==> src/rtl/sba_pkg.sv <==
// Shared types and the filler-byte rule for the shared bus arbiter.
// Assumes byte-wide data on both shared buses.
package sba_pkg;
    localparam int BYTE_W = 8;
    typedef logic [BYTE_W-1:0] byte_t;
    typedef enum logic { OWN_HOST = 1'b0, OWN_COP = 1'b1 } owner_e;

    // Filler byte returned to the host for a ROM read it is not allowed to make.
    function automatic byte_t rom_fill_byte(input logic [3:0] nib);
        byte_t v;
        unique case (nib)
            4'h0, 4'h2, 4'h6, 4'h8, 4'hC: v = 8'h00;
            4'h4:                          v = 8'h04;
            4'hA:                          v = 8'h08;
            4'hE:                          v = 8'h0C;
            default:                       v = 8'h01;
        endcase
        return v;
    endfunction
endpackage

==> src/rtl/sba_mode_reg.sv <==
// Host-written 8-bit mode register holding one ownership bit per shared bus.
// Assumes the writer is the host; new owners apply from the capturing edge on.
module sba_mode_reg
    import sba_pkg::*;
#(
    parameter int ROM_BIT = 4,
    parameter int RAM_BIT = 3
) (
    input  logic   clk,
    input  logic   rst_n,
    input  logic   cfg_we,
    input  byte_t  cfg_wdata,
    output owner_e rom_owner,
    output owner_e ram_owner
);
    byte_t mode_q;

    // Capture the host's write; reset hands both buses to the host.
    always_ff @(posedge clk) begin
        if (!rst_n)      mode_q <= '0;
        else if (cfg_we) mode_q <= cfg_wdata;
    end

    assign rom_owner = owner_e'(mode_q[ROM_BIT]);
    assign ram_owner = owner_e'(mode_q[RAM_BIT]);

    // ownership follows the previous cycle's write
    p_owner_follows_write_r2: assert property (@(posedge clk) disable iff (!rst_n)
        ($past(rst_n) && $past(cfg_we)) |->
        (rom_owner == owner_e'($past(cfg_wdata[ROM_BIT])) &&
         ram_owner == owner_e'($past(cfg_wdata[RAM_BIT]))));

    // without a write both owners hold their value
    p_owner_holds_r1: assert property (@(posedge clk) disable iff (!rst_n)
        ($past(rst_n) && !$past(cfg_we)) |-> ($stable(rom_owner) && $stable(ram_owner)));
endmodule

==> src/rtl/sba_rom_path.sv <==
// ROM bus steering: routes the owner's read to the ROM device.
// Stalls a coprocessor that does not own the bus.
// Gives a denied host read a filler byte. Assumes a combinational-read ROM.
module sba_rom_path
    import sba_pkg::*;
#(
    parameter int AW = 21
) (
    input  logic          clk,
    input  logic          rst_n,
    input  owner_e        owner,
    input  logic          host_rd,
    input  logic [AW-1:0] host_addr,
    output byte_t         host_rdata,
    input  logic          cop_rd,
    input  logic [AW-1:0] cop_addr,
    output byte_t         cop_rdata,
    output logic          cop_stall,
    output logic          mem_rd,
    output logic [AW-1:0] mem_addr,
    input  byte_t         mem_rdata
);
    logic cop_owns;
    assign cop_owns = (owner == OWN_COP);

    // Steer the device request to whichever side owns the bus.
    always_comb begin
        mem_rd   = cop_owns ? cop_rd   : host_rd;
        mem_addr = cop_owns ? cop_addr : host_addr;
    end

    // Return data to each side: real data for the owner, substitutes otherwise.
    always_comb begin
        host_rdata = cop_owns ? rom_fill_byte(host_addr[3:0]) : mem_rdata;
        cop_rdata  = cop_owns ? mem_rdata : '0;
        cop_stall  = cop_rd && !cop_owns;
    end

    // a denied host read only sees one of the filler codes
    p_fill_code_r3: assert property (@(posedge clk) disable iff (!rst_n)
        (host_rd && cop_owns) |->
        (host_rdata inside {8'h00, 8'h01, 8'h04, 8'h08, 8'h0C}));

    // a stalled coprocessor never drives the ROM address
    p_stall_no_drive_r6: assert property (@(posedge clk) disable iff (!rst_n)
        cop_stall |-> (mem_addr == host_addr && mem_rd == host_rd));

    // the owning coprocessor receives device data
    p_owner_data_r8: assert property (@(posedge clk) disable iff (!rst_n)
        (cop_owns && cop_rd) |-> (cop_rdata == mem_rdata && !cop_stall));
endmodule

==> src/rtl/sba_ram_path.sv <==
// RAM bus steering: routes the owner's read or write to the RAM device.
// Stalls a coprocessor that does not own the bus.
// Drops the host's writes when denied and answers denied host reads with open-bus data.
module sba_ram_path
    import sba_pkg::*;
#(
    parameter int AW = 17
) (
    input  logic          clk,
    input  logic          rst_n,
    input  owner_e        owner,
    input  byte_t         open_bus,
    input  logic          host_rd,
    input  logic          host_wr,
    input  logic [AW-1:0] host_addr,
    input  byte_t         host_wdata,
    output byte_t         host_rdata,
    input  logic          cop_rd,
    input  logic          cop_wr,
    input  logic [AW-1:0] cop_addr,
    input  byte_t         cop_wdata,
    output byte_t         cop_rdata,
    output logic          cop_stall,
    output logic          mem_rd,
    output logic          mem_wr,
    output logic [AW-1:0] mem_addr,
    output byte_t         mem_wdata,
    input  byte_t         mem_rdata
);
    logic cop_owns;
    assign cop_owns = (owner == OWN_COP);

    // Steer the device request; the losing side's strobes are discarded.
    always_comb begin
        mem_rd    = cop_owns ? cop_rd    : host_rd;
        mem_wr    = cop_owns ? cop_wr    : host_wr;
        mem_addr  = cop_owns ? cop_addr  : host_addr;
        mem_wdata = cop_owns ? cop_wdata : host_wdata;
    end

    // Return data to each side and raise the coprocessor wait when denied.
    always_comb begin
        host_rdata = cop_owns ? open_bus : mem_rdata;
        cop_rdata  = cop_owns ? mem_rdata : '0;
        cop_stall  = (cop_rd || cop_wr) && !cop_owns;
    end

    // a host write on a coprocessor-owned RAM never strobes the device
    p_host_write_drop_r5: assert property (@(posedge clk) disable iff (!rst_n)
        (cop_owns && host_wr && !cop_wr) |-> !mem_wr);

    // a stalled coprocessor write never strobes the device
    p_cop_write_drop_r9: assert property (@(posedge clk) disable iff (!rst_n)
        (cop_stall && cop_wr && !host_wr) |-> !mem_wr);

    // a stalled coprocessor never drives the RAM address
    p_stall_no_drive_r6: assert property (@(posedge clk) disable iff (!rst_n)
        cop_stall |-> (mem_addr == host_addr));
endmodule

==> src/rtl/sba_open_bus.sv <==
// Holds the last byte seen on the host data bus, used as open-bus read data.
// Assumes at most one host data transfer is meaningful per cycle (priority below).
module sba_open_bus
    import sba_pkg::*;
(
    input  logic  clk,
    input  logic  rst_n,
    input  logic  rom_rd,
    input  byte_t rom_data,
    input  logic  ram_rd,
    input  byte_t ram_data,
    input  logic  ram_wr,
    input  byte_t ram_wdata,
    output byte_t bus_q
);
    // Latch the host bus value with ROM read, RAM read, RAM write priority.
    always_ff @(posedge clk) begin
        if (!rst_n)      bus_q <= '0;
        else if (rom_rd) bus_q <= rom_data;
        else if (ram_rd) bus_q <= ram_data;
        else if (ram_wr) bus_q <= ram_wdata;
    end

    // a lone host write leaves its data on the bus
    p_write_sets_bus_r4: assert property (@(posedge clk) disable iff (!rst_n)
        ($past(rst_n) && $past(ram_wr) && !$past(rom_rd) && !$past(ram_rd)) |->
        (bus_q == $past(ram_wdata)));

    // an idle host bus keeps its value
    p_idle_bus_holds_r4: assert property (@(posedge clk) disable iff (!rst_n)
        ($past(rst_n) && !$past(rom_rd) && !$past(ram_rd) && !$past(ram_wr)) |->
        $stable(bus_q));
endmodule

==> src/rtl/shared_bus_arbiter.sv <==
// Top of the shared bus arbiter: mode register, ROM and RAM steering, open-bus latch.
// Assumes combinational-read memories; cache and host-only memories are not routed here.
module shared_bus_arbiter
    import sba_pkg::*;
#(
    parameter int ROM_AW  = 21,
    parameter int RAM_AW  = 17,
    parameter int ROM_BIT = 4,
    parameter int RAM_BIT = 3
) (
    input  logic              clk,
    input  logic              rst_n,
    input  logic              cfg_we,
    input  logic [7:0]        cfg_wdata,
    input  logic              h_rom_rd,
    input  logic [ROM_AW-1:0] h_rom_addr,
    output logic [7:0]        h_rom_rdata,
    input  logic              h_ram_rd,
    input  logic              h_ram_wr,
    input  logic [RAM_AW-1:0] h_ram_addr,
    input  logic [7:0]        h_ram_wdata,
    output logic [7:0]        h_ram_rdata,
    input  logic              c_rom_rd,
    input  logic [ROM_AW-1:0] c_rom_addr,
    output logic [7:0]        c_rom_rdata,
    input  logic              c_ram_rd,
    input  logic              c_ram_wr,
    input  logic [RAM_AW-1:0] c_ram_addr,
    input  logic [7:0]        c_ram_wdata,
    output logic [7:0]        c_ram_rdata,
    output logic              c_wait,
    output logic              rom_rd,
    output logic [ROM_AW-1:0] rom_addr,
    input  logic [7:0]        rom_rdata,
    output logic              ram_rd,
    output logic              ram_wr,
    output logic [RAM_AW-1:0] ram_addr,
    output logic [7:0]        ram_wdata,
    input  logic [7:0]        ram_rdata,
    output logic              rom_own_cop,
    output logic              ram_own_cop
);
    owner_e rom_owner, ram_owner;
    byte_t  bus_q;
    logic   rom_stall, ram_stall;

    sba_mode_reg #(.ROM_BIT(ROM_BIT), .RAM_BIT(RAM_BIT)) u_mode (
        .clk(clk), .rst_n(rst_n), .cfg_we(cfg_we), .cfg_wdata(cfg_wdata),
        .rom_owner(rom_owner), .ram_owner(ram_owner)
    );

    sba_rom_path #(.AW(ROM_AW)) u_rom (
        .clk(clk), .rst_n(rst_n), .owner(rom_owner),
        .host_rd(h_rom_rd), .host_addr(h_rom_addr), .host_rdata(h_rom_rdata),
        .cop_rd(c_rom_rd), .cop_addr(c_rom_addr), .cop_rdata(c_rom_rdata),
        .cop_stall(rom_stall),
        .mem_rd(rom_rd), .mem_addr(rom_addr), .mem_rdata(rom_rdata)
    );

    sba_ram_path #(.AW(RAM_AW)) u_ram (
        .clk(clk), .rst_n(rst_n), .owner(ram_owner), .open_bus(bus_q),
        .host_rd(h_ram_rd), .host_wr(h_ram_wr), .host_addr(h_ram_addr),
        .host_wdata(h_ram_wdata), .host_rdata(h_ram_rdata),
        .cop_rd(c_ram_rd), .cop_wr(c_ram_wr), .cop_addr(c_ram_addr),
        .cop_wdata(c_ram_wdata), .cop_rdata(c_ram_rdata), .cop_stall(ram_stall),
        .mem_rd(ram_rd), .mem_wr(ram_wr), .mem_addr(ram_addr),
        .mem_wdata(ram_wdata), .mem_rdata(ram_rdata)
    );

    sba_open_bus u_bus (
        .clk(clk), .rst_n(rst_n),
        .rom_rd(h_rom_rd), .rom_data(h_rom_rdata),
        .ram_rd(h_ram_rd), .ram_data(h_ram_rdata),
        .ram_wr(h_ram_wr), .ram_wdata(h_ram_wdata),
        .bus_q(bus_q)
    );

    // Combine per-bus stalls into the single coprocessor wait and expose owners.
    always_comb begin
        c_wait      = rom_stall || ram_stall;
        rom_own_cop = (rom_owner == OWN_COP);
        ram_own_cop = (ram_owner == OWN_COP);
    end

    // the wait is only raised while the coprocessor requests something
    p_wait_needs_request_r6: assert property (@(posedge clk) disable iff (!rst_n)
        c_wait |-> (c_rom_rd || c_ram_rd || c_ram_wr));

    // host keeps real RAM data while the coprocessor holds only ROM
    p_independent_buses_r10: assert property (@(posedge clk) disable iff (!rst_n)
        (rom_own_cop && !ram_own_cop && h_ram_rd) |-> (h_ram_rdata == ram_rdata));

    // a granted coprocessor read on ROM alone is never waiting
    p_resume_r7: assert property (@(posedge clk) disable iff (!rst_n)
        (rom_own_cop && c_rom_rd && !c_ram_rd && !c_ram_wr) |-> !c_wait);
endmodule

==> config.mk <==
export PLATFORM = sky130hd
export DESIGN_NAME = shared_bus_arbiter
export DESIGN_NICKNAME = d
export VERILOG_FILES = /design/src/rtl/sba_pkg.sv /design/src/rtl/sba_mode_reg.sv /design/src/rtl/sba_rom_path.sv /design/src/rtl/sba_ram_path.sv /design/src/rtl/sba_open_bus.sv /design/src/rtl/shared_bus_arbiter.sv
export SDC_FILE = /design/constraint.sdc
export NUM_CORES = 1
export LEC_CHECK = 0
export ABC_AREA = 1
export CORE_MARGIN = 2
export CORE_UTILIZATION = 22
export CTS_CLUSTER_SIZE = 40
export DETAILED_ROUTE_END_ITERATION = 6
export MAX_ROUTING_LAYER = met4
export PLACE_DENSITY = 0.83
export SLEW_MARGIN = 30
export SYNTH_ARGS = -nofsm -noshare
export SYNTH_HDL_FRONTEND = slang
export SYNTH_SLANG_ARGS = --single-unit
==> constraint.sdc <==
create_clock -name clk -period 1 [get_ports clk]
set_input_delay 0.1 -clock clk [delete_from_list [all_inputs] [get_ports clk]]
set_output_delay 0.1 -clock clk [all_outputs]
set_load 0.02 [all_outputs]
==> out/qor.log <==
qor: status.outcome complete, but fails checks
qor: status.failing_checks setup timing
qor: drt.antenna_violating_nets_post_route 0
qor: drt.detail_route.wl_per_cell 15.4 microns
qor: drt.vias 3022
qor: floorplanning.num_rows 29
qor: setup_path.cp-end-kind output port
qor: global_route.global_route_wire_length_before_repair 14.3 mm
qor: drt.vias_per_cell 4.62
qor: global_route.grt_overall_usage 24.5%
qor: timing.finalWorstSetupSlack -0.365 ns
qor: setup_path.path_class reg2out
qor: global_route.gr-total-overflow 0
qor: global_route.grt_antenna_before_repair 0
qor: drt.routed_wl 10.0 mm
qor: floorplanning.die_height 86.2 microns
qor: logic_synthesis.synth_nets 450
qor: logic_synthesis.synthesis.instances 325
qor: finish.fillers 430
qor: place.dpl.cell_count 637
qor: clock_tree.max_clock_buf_depth 2
qor: clock_tree.tritoncts done
qor: flow_run.cap_viol_max_count 0
qor: setup_path.setup.reg_to_reg.worst_slack -0.33 ns
qor: logic_synthesis.synthDistinctLibCells 18
qor: logic_synthesis.synth_top_cells_by_area nand2_1 (49%), dfxtp_1 (13%), inv_1 (11%), o21ai_0 (5.4%), buf_2 (5.1%)
qor: drt.drt_iter0_drc 105
qor: timing.clock-skew-final 0.00331 ns
qor: clock_tree.cts_num_sinks 10
qor: power_and_ir_drop.p_per_area 734 nW/um^2
qor: drt.post-route-drc-count 0
qor: setup_path.startpoint_type flop
qor: setup_path.critical_path_arrival 1.26 ns
qor: global_route.grt_max_degree 23
qor: timing.final_max_slew_viol_count 0
qor: drt.drt-pass1-iter-count 4
qor: clock_tree.clock_insertion_delay_worst_skew 0.24 ns
qor: timing.setup_violations 92
qor: floorplanning.initial_core_util 23.0%
qor: timing.timing.final.crit_period 1.36 ns
qor: place.placedInstanceArea 4420 sq um
qor: place.finalWeightedCongestion 0.843
qor: finish.final_cells 654
qor: logic_synthesis.synthDominantAreaCellType nand2_1
qor: floorplanning.design.portCount 209
qor: min_path.type_of_the_worst_min_delay_path in2reg
qor: floorplanning.floorplan.die_area 7430 sq um
qor: setup_path.cp_data_required_time 0.90 ns
qor: power_and_ir_drop.cellLeakagePower 0.00260 uW
qor: logic_synthesis.ys_warn_count 0
qor: finish.antenna-diode-count 0
qor: floorplanning.dieWidth 86.2 microns
qor: timing.share_of_the_cycle_needed_by_the_critical_path_after_routing 136%
qor: logic_synthesis.synth.cell_area 1490 sq um
qor: floorplanning.fp.coreArea 6460 sq um
qor: power_and_ir_drop.vdd.ir_drop.worst 535 uV
qor: setup_path.crit_fanout 8
qor: clock_tree.cts_made_buffers 3
qor: timing.finalHoldViolCount 0
qor: timing.rsz_0062_raised_after_global_routing true
qor: finish.finalNetCount 703
qor: timing.worstMarginPinSlew 0.298 ns
qor: timing.worst_rel_slew_slack 80.1%
qor: logic_synthesis.synth_area_per_cell 4.57 sq um
qor: place.placement.io_buffers 202
qor: finish.final_cell_area 5140 sq um
qor: finish.fraction_of_final_layout_cells_with_drive_strength_greater_than_1 57.9%
qor: place.detailedPlacementHpwl 6.98 mm
qor: clock_tree.h-tree-depth 1
qor: timing.clock.fmax 0.733 GHz
qor: clock_tree.cts_root_buffer clkbuf_8
qor: finish.layout-area-overhead-vs-synth 246%
qor: logic_synthesis.yosysTopAreaCellShare 49.0%
qor: clock_tree.clock_slew_at_reported_path_ffs 0.05 ns
qor: global_route.grt_pass1_vias 3069
qor: logic_synthesis.ys_seq_area_share 13.5%
qor: logic_synthesis.synth.ff_latch_count 10
## state kept, by name, indices dropped and copies added (netlist names)
signal         count
u_bus.bus_q        8
u_mode.mode_q      2
## kinds of logic (layout without fill, tap and decap cells)
family                 Yosys count  after routing  synth area share [%]
buffers and inverters           64            316                  18.4
AO/OA/AOI/OAI                   40             40                  14.1
AND/OR/NAND/NOR                211            211                  54.0
flip-flops                      10             10                  13.5
## placed cells by master (no fill, tap or decap), types with 2 or more instances in the layout
master           instances
clkdlybuf4s50_1        116
a21oi_2                  3
nor2_2                   4
buf_6                   80
dfxtp_4                  2
nor2_1                   4
nand3_2                  3
clkinv_1                 3
buf_2                    7
inv_1                   24
buf_12                   7
o21ai_0                  2
clkdlybuf4s15_2          7
nand2_1                 68
nor2_4                   3
nand3_1                  3
inv_2                   18
nand2_4                 59
dfxtp_1                  8
clkbuf_8                 3
o21ai_4                 10
a21oi_1                 11
o21ai_2                 11
buf_4                   42
buf_16                   4
nand2_2                 67
## cell usage after synthesis
cell	instances
dfxtp_1	10
buf_4	2
inv_2	2
nand2_1	194
a21oi_1	14
o21a_1	1
a31oi_1	1
buf_6	1
o21ai_2	1
o21ai_0	16
nor2_2	1
inv_1	42
buf_2	15
clkinv_1	2
nand3_1	6
o21ai_1	6
o211ai_1	1
nor2_1	10
## repair_timing
| action | CTS | global route |
|---|---|---|
| pin swaps | 13 | 19 |
| hold buffers | 0 | 0 |
| setup endpoints to repair | 92 | 92 |
| gates resized for setup | 496 | 105 |
| setup buffers | 8 | 3 |
| gates cloned | 4 | 0 |
## worst paths after layout
kind	startpoint	depth (start not counted)	end
max reg2reg	u_mode.mode_q[3]	7	u_bus.bus_q[4]
min reg2reg	u_bus.bus_q[0]	2	u_bus.bus_q[0]
max	u_mode.mode_q[3]	5	ram_addr[15]
min	cfg_we	3	u_mode.mode_q[3]
## metrics by stage
| stage | setup TNS [ns] | setup WS, ns | utilization [%] | hold slack, ns | power, uW |
|---|---|---|---|---|---|
| after global routing | -28.50 | -0.396 | 79.7 | 0.499 | 3960 |
| after floorplan | -4.21 | -0.114 | - | 0.198 | 1620 |
| after CTS | -22.42 | -0.339 | 74.1 | 0.466 | 3540 |
| final | -24.78 | -0.365 | 79.7 | 0.472 | 3780 |
| after global placement | -41.05 | -0.646 | 68.4 | 0.481 | 2850 |
| after detailed placement | -42.21 | -0.674 | 68.4 | 0.481 | 2890 |
## power by group
part	switching (uW)	internal, uW
logic	1350	1510
registers	47.7	430
clock network	165	270
## metal layers
layer | vias up | GRT usage, % | wire [microns]
met3 | 26 | 4.95 | 751
met5 | - | - | 0
met2 | 141 | 47.1 | 5580
met1 | 1375 | 25.0 | 3440
li1 | 1480 | - | -
met4 | 0 | 6.53 | 274
## worst max-delay path: stages (launching register included)
cell and delay [ns]:
dfxtp_4 0.45, clkinv_8 0.13, buf_16 0.18, nand2_4 0.08, nand2_4 0.06, buf_6 0.12
## cell type report
cell class                 instances  area (sq um)  share of cell area, %
sequential                        10           208                   4.04
clock inverter                     1          3.75                 0.0730
multi-input combinational        251          1830                   35.6
inverter                          46           188                   3.65
timing repair buffer             266          2780                   54.0
clock buffer                       3          41.3                  0.803
tap                               77          96.3                   1.87
(Power assumes the default switching activity.)
